<file path="config.mk">
export PLATFORM = sky130hd
export DESIGN_NAME = dtack_waitgen
export DESIGN_NICKNAME = d
export VERILOG_FILES = /design/src/rtl/dtw_pkg.sv /design/src/rtl/dtw_sync.sv /design/src/rtl/dtw_fast_timer.sv /design/src/rtl/dtw_holdoff.sv /design/src/rtl/dtack_waitgen.sv
export SDC_FILE = /design/constraint.sdc
export NUM_CORES = 1
export LEC_CHECK = 0
export ABC_AREA = 1
export BUFFER_PORTS_ARGS = -buffer_cell sky130_fd_sc_hd__buf_2
export CAP_MARGIN = 20
export CORE_AREA = 5 5 42 44
export DETAILED_ROUTE_END_ITERATION = 8
export DIE_AREA = 0 0 47 49
export GPL_TIMING_DRIVEN = 0
export PLACE_DENSITY = 0.54
export SLEW_MARGIN = 40
export SYNTH_ARGS = -nofsm -noshare
export SYNTH_HDL_FRONTEND = slang
export SYNTH_SLANG_ARGS = --single-unit
</file>
<file path="constraint.sdc">
create_clock -name clk -period 1.9 [get_ports clk]
set_clock_uncertainty 0.05 [all_clocks]
set_input_delay 0.19 -clock clk [delete_from_list [all_inputs] [get_ports clk]]
set_output_delay 0.19 -clock clk [all_outputs]
set_load 0.01 [all_outputs]
</file>
<file path="src/rtl/dtw_pkg.sv">
// Package dtw_pkg
// Purpose : shared constants and types for the acknowledge generator.
// Assumes : nothing; pure declarations.
package dtw_pkg;

    // Default wait clocks counted after the synchronised data strobe is seen.
    localparam int unsigned DTW_RD_WAIT = 0;
    localparam int unsigned DTW_WR_WAIT = 1;

    // Kind of bus cycle as seen by the control logic.
    typedef enum logic [1:0] {
        CYC_IDLE = 2'd0,
        CYC_FAST = 2'd1,
        CYC_SLOW = 2'd2,
        CYC_NONE = 2'd3
    } cyc_kind_e;

    // Synchronised view of the asynchronous inputs, active high.
    typedef struct packed {
        logic as_on;
        logic ds_on;
        logic uart_ack;
        logic shram_ack;
    } sync_bus_t;

endpackage

</file>
<file path="src/rtl/dtw_sync.sv">
// Module dtw_sync
// Purpose : multi-bit, multi-stage flop synchroniser for independent
//           asynchronous single-bit signals.
// Assumes : each bit is an unrelated level signal, so no bus coherence is
//           needed; reset loads RST_VAL into every stage.
module dtw_sync #(
    parameter int unsigned WIDTH   = 4,
    parameter int unsigned STAGES  = 2,
    parameter logic [WIDTH-1:0] RST_VAL = '1
) (
    input  logic             clk,
    input  logic             rst_n,
    input  logic [WIDTH-1:0] async_i,
    output logic [WIDTH-1:0] sync_o
);

    logic [WIDTH-1:0] stage_q [STAGES];

    generate
        for (genvar s = 0; s < STAGES; s++) begin : g_stage
            if (s == 0) begin : g_first
                // Capture the asynchronous inputs.
                always_ff @(posedge clk) begin
                    if (!rst_n) stage_q[0] <= RST_VAL;
                    else        stage_q[0] <= async_i;
                end
            end else begin : g_next
                // Pass the value one stage further along the chain.
                always_ff @(posedge clk) begin
                    if (!rst_n) stage_q[s] <= RST_VAL;
                    else        stage_q[s] <= stage_q[s-1];
                end
            end
        end
    endgenerate

    assign sync_o = stage_q[STAGES-1];

endmodule

</file>
<file path="src/rtl/dtw_fast_timer.sv">
// Module dtw_fast_timer
// Purpose : counts wait clocks for a fast-device cycle and raises fast_go
//           once the read or write wait count is used up.
// Assumes : strobe_on is the synchronised AND of address and data strobe;
//           is_read is stable while the strobe is on.
module dtw_fast_timer #(
    parameter int unsigned RD_WAIT = 0,
    parameter int unsigned WR_WAIT = 1
) (
    input  logic clk,
    input  logic rst_n,
    input  logic strobe_on,
    input  logic enable,
    input  logic is_read,
    output logic fast_go
);

    localparam int unsigned MAX_WAIT = (RD_WAIT > WR_WAIT) ? RD_WAIT : WR_WAIT;
    localparam int unsigned CNT_W    = $clog2(MAX_WAIT + 2);
    localparam logic [CNT_W-1:0] RD_LIM = CNT_W'(RD_WAIT);
    localparam logic [CNT_W-1:0] WR_LIM = CNT_W'(WR_WAIT);

    logic [CNT_W-1:0] wait_q;
    logic [CNT_W-1:0] need;
    logic             done;

    // Select the wait count that applies to the current direction.
    always_comb begin
        need = is_read ? RD_LIM : WR_LIM;
        done = (wait_q >= need);
    end

    assign fast_go = enable && strobe_on && done;

    // Count clocks since the strobes were seen; clear between cycles.
    always_ff @(posedge clk) begin
        if (!rst_n)          wait_q <= '0;
        else if (!strobe_on) wait_q <= '0;
        else if (!done)      wait_q <= wait_q + 1'b1;
    end

endmodule

</file>
<file path="src/rtl/dtw_holdoff.sv">
// Module dtw_holdoff
// Purpose : registers the slow-cycle condition into an active-low hold-off
//           and releases the slow acknowledge once a handshake is seen.
// Assumes : slow_sel comes from the decoded selects, stable during a cycle;
//           the handshake inputs are already synchronised.
module dtw_holdoff (
    input  logic clk,
    input  logic rst_n,
    input  logic as_on,
    input  logic ds_on,
    input  logic slow_sel,
    input  logic uart_ack,
    input  logic shram_ack,
    output logic holdoff_n,
    output logic slow_go
);

    logic slow_flag;

    // Combinational slow-cycle condition, valid only inside a strobed cycle.
    always_comb begin
        slow_flag = as_on && slow_sel;
    end

    // Register the slow condition into the hold-off, cleared with the strobe.
    always_ff @(posedge clk) begin
        if (!rst_n)      holdoff_n <= 1'b1;
        else if (!as_on) holdoff_n <= 1'b1;
        else             holdoff_n <= !slow_flag;
    end

    // A slow cycle may finish once the hold-off is armed and a handshake arrived.
    always_comb begin
        slow_go = !holdoff_n && ds_on && (uart_ack || shram_ack);
    end

endmodule

</file>
<file path="src/rtl/dtack_waitgen.sv">
// Module dtack_waitgen
// Purpose : top of the acknowledge generator. Synchronises the strobes and
//           handshakes, times fast cycles, holds off slow cycles and drives
//           the registered active-low acknowledge.
// Assumes : selects are decoded from a stable address while as_n is low;
//           at most one class (fast or slow) is selected per cycle.
module dtack_waitgen #(
    parameter int unsigned NUM_FAST    = 4,
    parameter int unsigned SYNC_STAGES = 2,
    parameter int unsigned RD_WAIT     = dtw_pkg::DTW_RD_WAIT,
    parameter int unsigned WR_WAIT     = dtw_pkg::DTW_WR_WAIT
) (
    input  logic                clk,
    input  logic                rst_n,
    input  logic                as_n,
    input  logic                ds_n,
    input  logic                rd_wr_n,
    input  logic [NUM_FAST-1:0] dev_sel_fast,
    input  logic                dev_sel_uart,
    input  logic                dev_sel_shram,
    input  logic                uart_ack_n,
    input  logic                shram_ack_n,
    output logic                dtack_n
);

    import dtw_pkg::*;

    localparam int unsigned SYNC_W = $bits(sync_bus_t);

    logic [SYNC_W-1:0] raw_n;
    logic [SYNC_W-1:0] syn_n;
    sync_bus_t         sb;
    logic              fast_any;
    logic              slow_sel;
    logic              fast_go;
    logic              slow_go;
    logic              holdoff_n;
    cyc_kind_e         kind;

    assign raw_n = {as_n, ds_n, uart_ack_n, shram_ack_n};

    dtw_sync #(
        .WIDTH  (SYNC_W),
        .STAGES (SYNC_STAGES),
        .RST_VAL({SYNC_W{1'b1}})
    ) i_sync (
        .clk    (clk),
        .rst_n  (rst_n),
        .async_i(raw_n),
        .sync_o (syn_n)
    );

    // Turn the synchronised active-low inputs into active-high flags.
    always_comb begin
        sb = sync_bus_t'(~syn_n);
    end

    // Classify the current cycle from the decoded selects.
    always_comb begin
        fast_any = |dev_sel_fast;
        slow_sel = dev_sel_uart || dev_sel_shram;
        if (!sb.as_on)     kind = CYC_IDLE;
        else if (slow_sel) kind = CYC_SLOW;
        else if (fast_any) kind = CYC_FAST;
        else               kind = CYC_NONE;
    end

    dtw_fast_timer #(
        .RD_WAIT(RD_WAIT),
        .WR_WAIT(WR_WAIT)
    ) i_fast (
        .clk      (clk),
        .rst_n    (rst_n),
        .strobe_on(sb.as_on && sb.ds_on),
        .enable   ((kind == CYC_FAST) && holdoff_n),
        .is_read  (rd_wr_n),
        .fast_go  (fast_go)
    );

    dtw_holdoff i_hold (
        .clk      (clk),
        .rst_n    (rst_n),
        .as_on    (sb.as_on),
        .ds_on    (sb.ds_on),
        .slow_sel (slow_sel),
        .uart_ack (sb.uart_ack),
        .shram_ack(sb.shram_ack),
        .holdoff_n(holdoff_n),
        .slow_go  (slow_go)
    );

    // Drive the acknowledge: set on a go condition, held until the strobe ends.
    always_ff @(posedge clk) begin
        if (!rst_n)                  dtack_n <= 1'b1;
        else if (!sb.as_on)          dtack_n <= 1'b1;
        else if (fast_go || slow_go) dtack_n <= 1'b0;
    end

endmodule

</file>
# Word level (Yosys, flattened, before mapping)
# Memory sizes are Yosys's and may differ from the RTL's.
# Cells that the tools add are included.
# op_classes
addsub	1
multipliers	0
div_mod_pow	0
order_cmp	1
n_eq_ne	1
shifts	0
n_mux	8
n_bitwise	3
reduce_logical	15
# op_table
op	n
$mux 4	2
$logic_and 1x1->1	7
$mux 2	3
$not 4->4	1
$reduce_and 2->1	2
$reduce_or 4->1	1
$logic_or 1x1->1	3
$mux 1	3
$add 2x1->2 const B	1
$eq 2x1->1 const B	1
$ge 2x2->1	1
$logic_not 1->1	2
$or 1x1->1	2
# word_totals
ff_bits	4
latch_bits	0
mem_bits_rw	8
romBits	0
in_bits	13
out_inout_bits	1
word_cells	33
n_memories	1
# mem_list
memory	words	width	rd	rd_clocked_by_memory_dff	wr	line	text
i_sync.stage_q	2	4	2	0	2	dtw_sync.sv:17	logic [WIDTH-1:0] stage_q [STAGES];

# Logic depth before layout (Yosys ltp)
# logic_depth
depth_word	9
ltp_mapped	9
depth_no_buf	9

# Hierarchy
# Synthesis repeated with hierarchy kept, for this count alone.
# unflattened
cells_unflattened	69
area_unflattened_um2	485.5
# modules_own_cells
mod	n_inst	cells_each	area_per_inst_um2	seq_area_each_um2
dtw_sync	1	25	225.2	160.2
dtw_fast_timer	1	16	117.6	40.0
dtack_waitgen	1	22	102.6	20.0
dtw_holdoff	1	6	40.0	20.0

# Worst setup path after synthesis
# No wires, ideal clock.
# synth_path
path_kind	reg-to-reg
startpoint	register i_fast.wait_q[0]
endpoint	register dtack_n
setup_ns	0.058
arrival_time_ns	1.030
required_time_ns	1.792
path_slack_ns	0.762
stages_incl_launch_ff	10
path_buffers	0
period_less_slack_ns	1.138
cell_sequence	dfxtp_1 > inv_1 > ha_1 > nor2_1 > nand2_1 > nand3_1 > nand2_1 > nand2_1 > nand2_1 > nand2_1
# synth_via
elab_chain_len	3
# synth_lines
item	line	text
from (decl)	dtw_fast_timer.sv:23	logic [CNT_W-1:0] wait_q;
from (signal assigned)	dtw_fast_timer.sv:39	else if (!done) wait_q <= wait_q + 1'b1;
$ge 2x2->1	dtw_fast_timer.sv:30	done = (wait_q >= need);
$logic_and 1x1->1	dtw_fast_timer.sv:33	assign fast_go = enable && strobe_on && done;
$logic_or 1x1->1	dtack_waitgen.sv:96	else if (fast_go || slow_go) dtack_n <= 1'b0;
to (signal assigned)	dtack_waitgen.sv:94	if (!rst_n) dtack_n <= 1'b1;
to (signal assigned)	dtack_waitgen.sv:95	else if (!sb.as_on) dtack_n <= 1'b1;
to (signal assigned)	dtack_waitgen.sv:96	
to (decl)	dtack_waitgen.sv:23	output logic dtack_n
# No other way between the ends.
# A chain may end at the register's enable or synchronous reset.

# Worst setup path after layout
# Ends and elaborated chain as after synthesis.

==> run_results.csv <==
group,metric,value,unit
global_routing,met3_usage,2.21,%
placement,dp.cells,76,
timing,tns,0,ps
cts,cts_made_buffers,3,
setup_path,endpoint_kind,"flop",
logic_synthesis,yosysSeqAreaShare,57.7,%
cts,clk_latency,260,ps
final_layout,stdcell_area,538,um^2
timing,setup-violations-final,0,
final_layout,antennaDiodeCount,0,
drt,antenna_left,0,
job,drv_cap,0,
logic_synthesis,synth_cells,47,
logic_synthesis,synth_seq_cells,12,
global_routing,grt_pass1_wl,1000,um
setup_path,startpoint_type,"flop",
setup_path,max_stage_delay,330,ps
logic_synthesis,yosys.area.top_type,"dfxtp_1",
drt,viasPerCell,3.84,
global_routing,grt_pass1_vias,279,
final_layout,layout.cells.non_filler,80,
die,dieArea,2300,um^2
final_layout,layout_commonest_cell,"buf_2",
global_routing,track_usage,6.15,%
cts,ctsLongestPathBuffers,2,
final_layout,areaGrowthSynthToFinish,29.1,%
logic_synthesis,synth_top_area_share,57.7,%
logic_synthesis,yosys_warnings,0,
cts,clkSlewWorstSetupHoldPaths,70,ps
setup_path,cp.required,2060,ps
setup_path,crit_type,"flop to flop",
cts,h-tree-depth,1,
timing,relSlewSlack,89.7,%
global_routing,grt-ovfl-total,0,
die,die_x,47,um
die,core_area,1400,um^2
power_and_ir_drop,peakVddDrop,0.449,mV
global_routing,top_usage_layer,"met2",
logic_synthesis,synthTopCellsByArea,"dfxtp_1 (58%), or2_2 (12%), nand2_1 (7.2%), nor2_1 (6.3%), inv_1 (3.6%)",
drt,routed_wl,634,um
timing,fin_crit_sh,63.8,%
drt,drt-initial-drc-count,1,
drt,via_count,307,
logic_synthesis,syn_avg_cell_area,8.86,um^2
setup_path,arrival,1380,ps
drt,avgRoutedWirePerCell,7.93,um
setup_path,worst_path_max_delay_cell,"dfxtp_1",
setup_path,crit_chain,"inv_1 > ha_1 > nor2_1 > nand2_1 > nand3_1 > nand2_1 > nand2_1 > nand2_1 > nand2_1",
setup_path,crit_top_cell,"nand2_1",
timing,period_minus_slack,1210,ps
global_routing,grt_util_met1,7.13,%
logic_synthesis,synth_nets,61,
cts,cts_tree,"built",
placement,placed_cell_area,502,um^2
global_routing,antenna_found_initial,0,
drt,first_pass_iters,3,
die,row_count,14,
timing,tightest_slew,154,ps
cts,cts_root_buf,"clkbuf_4",
final_layout,layout-drive-gt1-share,42.2,%
global_routing,grtUsageMet2,8.37,%
worst_hold_path,hold_class,"input pin to flop",
run_status,status,"completed",
power_and_ir_drop,leakagePower,0.255,nW
drt,remaining_drc_errors,0,
logic_synthesis,mappedNetlistArea,417,um^2
timing,drv_slew,0,
placement,port_buffers,13,
timing,rsz0062_at_grt,"no",
die,io_pins,14,
die,initial_core_util,29.7,%
setup_path,cp_top_family,"simple AND/OR/NAND/NOR gates",
die,fp.dieH,49,um
cts,cts_resized,0,
cts,postCtsHoldBufs,0,
power_and_ir_drop,powerDensity,906,nW/um^2
setup_path,cp_num_buf_inv,1,
logic_synthesis,yosysUniqueCellTypes,13,
cts,cts_setup_buffers,0,
timing,hold_violations,0,
timing,fmax,0.824,GHz
placement,gp_congestion,0.616,
cts,cts.sinks,12,
global_routing,grt_max_degree,10,
final_layout,fin_nets,79,
final_layout,n_fill_cell,156,
final_layout,final_cell_mix,"buf_2 (13), dfxtp_1 (12), or2_2 (8), nand2_1 (8), nor2_1 (7)",
setup_path,worstPathMaxFanout,2,
[path summary, 6_finish.rpt]
kind | start | to | slack [ps] | cells past startpoint
max | i_fast.wait_q[0] | dtack_n | 690 | 9
min reg2reg | i_sync.stage_q[0][3] | i_sync.stage_q[1][3] | 360 | 1
max reg2reg | i_fast.wait_q[0] | dtack_n | 690 | 9
min | shram_ack_n | i_sync.stage_q[0][0] | 50 | 2
[cell usage after synthesis]
cell type and number:
inv_1 4, nor2_4 1, o21ai_0 1, ha_1 1, a21oi_1 1, nor3_1 1
or2_2 8, nand2_1 8, nand3b_1 1, nor2_1 7, nand3_1 1, dfxtp_1 12
inv_2 1
[state kept, by name, indices dropped and copies added, names as in the netlist]
name	cells
i_fast.wait_q	2
i_hold.holdoff_n	1
i_sync.stage_q	8
dtack_n	1
[cell type report]
class / count / area (um^2) / share of cell area (%)
inverter: 5 / 18.8 / 3.49
tap: 16 / 20.0 / 3.72
timing repair buffer: 13 / 65.1 / 12.1
clock buffer: 4 / 36.3 / 6.74
sequential: 12 / 240 / 44.7
multi-input combinational: 30 / 158 / 29.3
[metal layers]
layer / vias to the layer above / wire length [um]
li1: 176 / -
met1: 118 / 277
met2: 13 / 260
met3: 0 / 96
met4: 0 / 0
met5: - / 0
[cell families (layout without fill, tap and decap cells)]
logic type                 count (synthesis)  after routing  synth area share (%)
DFF                                       12             12                  57.7
adders and majority gates                  1              1                  3.00
AOI/OAI and AO/OA                          2              2                  2.40
buffers and inverters                      5             22                  4.50
and+or+nand+nor                           27             27                  32.4
[power breakdown]
| part | leakage [nW] | internal [W] | switching, W |
|---|---|---|---|
| Combinational | 0.135 | 0.0000183 | 0.0000132 |
| Sequential | 0.0988 | 0.000260 | 0.00000213 |
| Clock | 0.0210 | 0.000116 | 0.0000775 |
[worst register-to-register path, stage by stage (launching register included)]
cell     delay [ps]
dfxtp_1         330
inv_1            50
ha_1            260
nor2_1          120
nand2_1          80
nand3_1          90
nand2_1          50
nand2_1          50
nand2_1          40
nand2_1          40
[stage by stage]
stage / setup slack [ps] / total power [W] / utilization (%) / hold WS (ps)
after floorplan: 762 / 0.000285 / - / 240
after global placement: 714 / 0.000299 / 35.8 / 325
after detailed placement: 680 / 0.000300 / 35.8 / 328
after CTS: 657 / 0.000498 / 38.4 / 43.6
after global routing: 491 / 0.000509 / 38.4 / 46.1
final: 687 / 0.000487 / 38.4 / 54.4
Power figures use the tool's default switching activity.
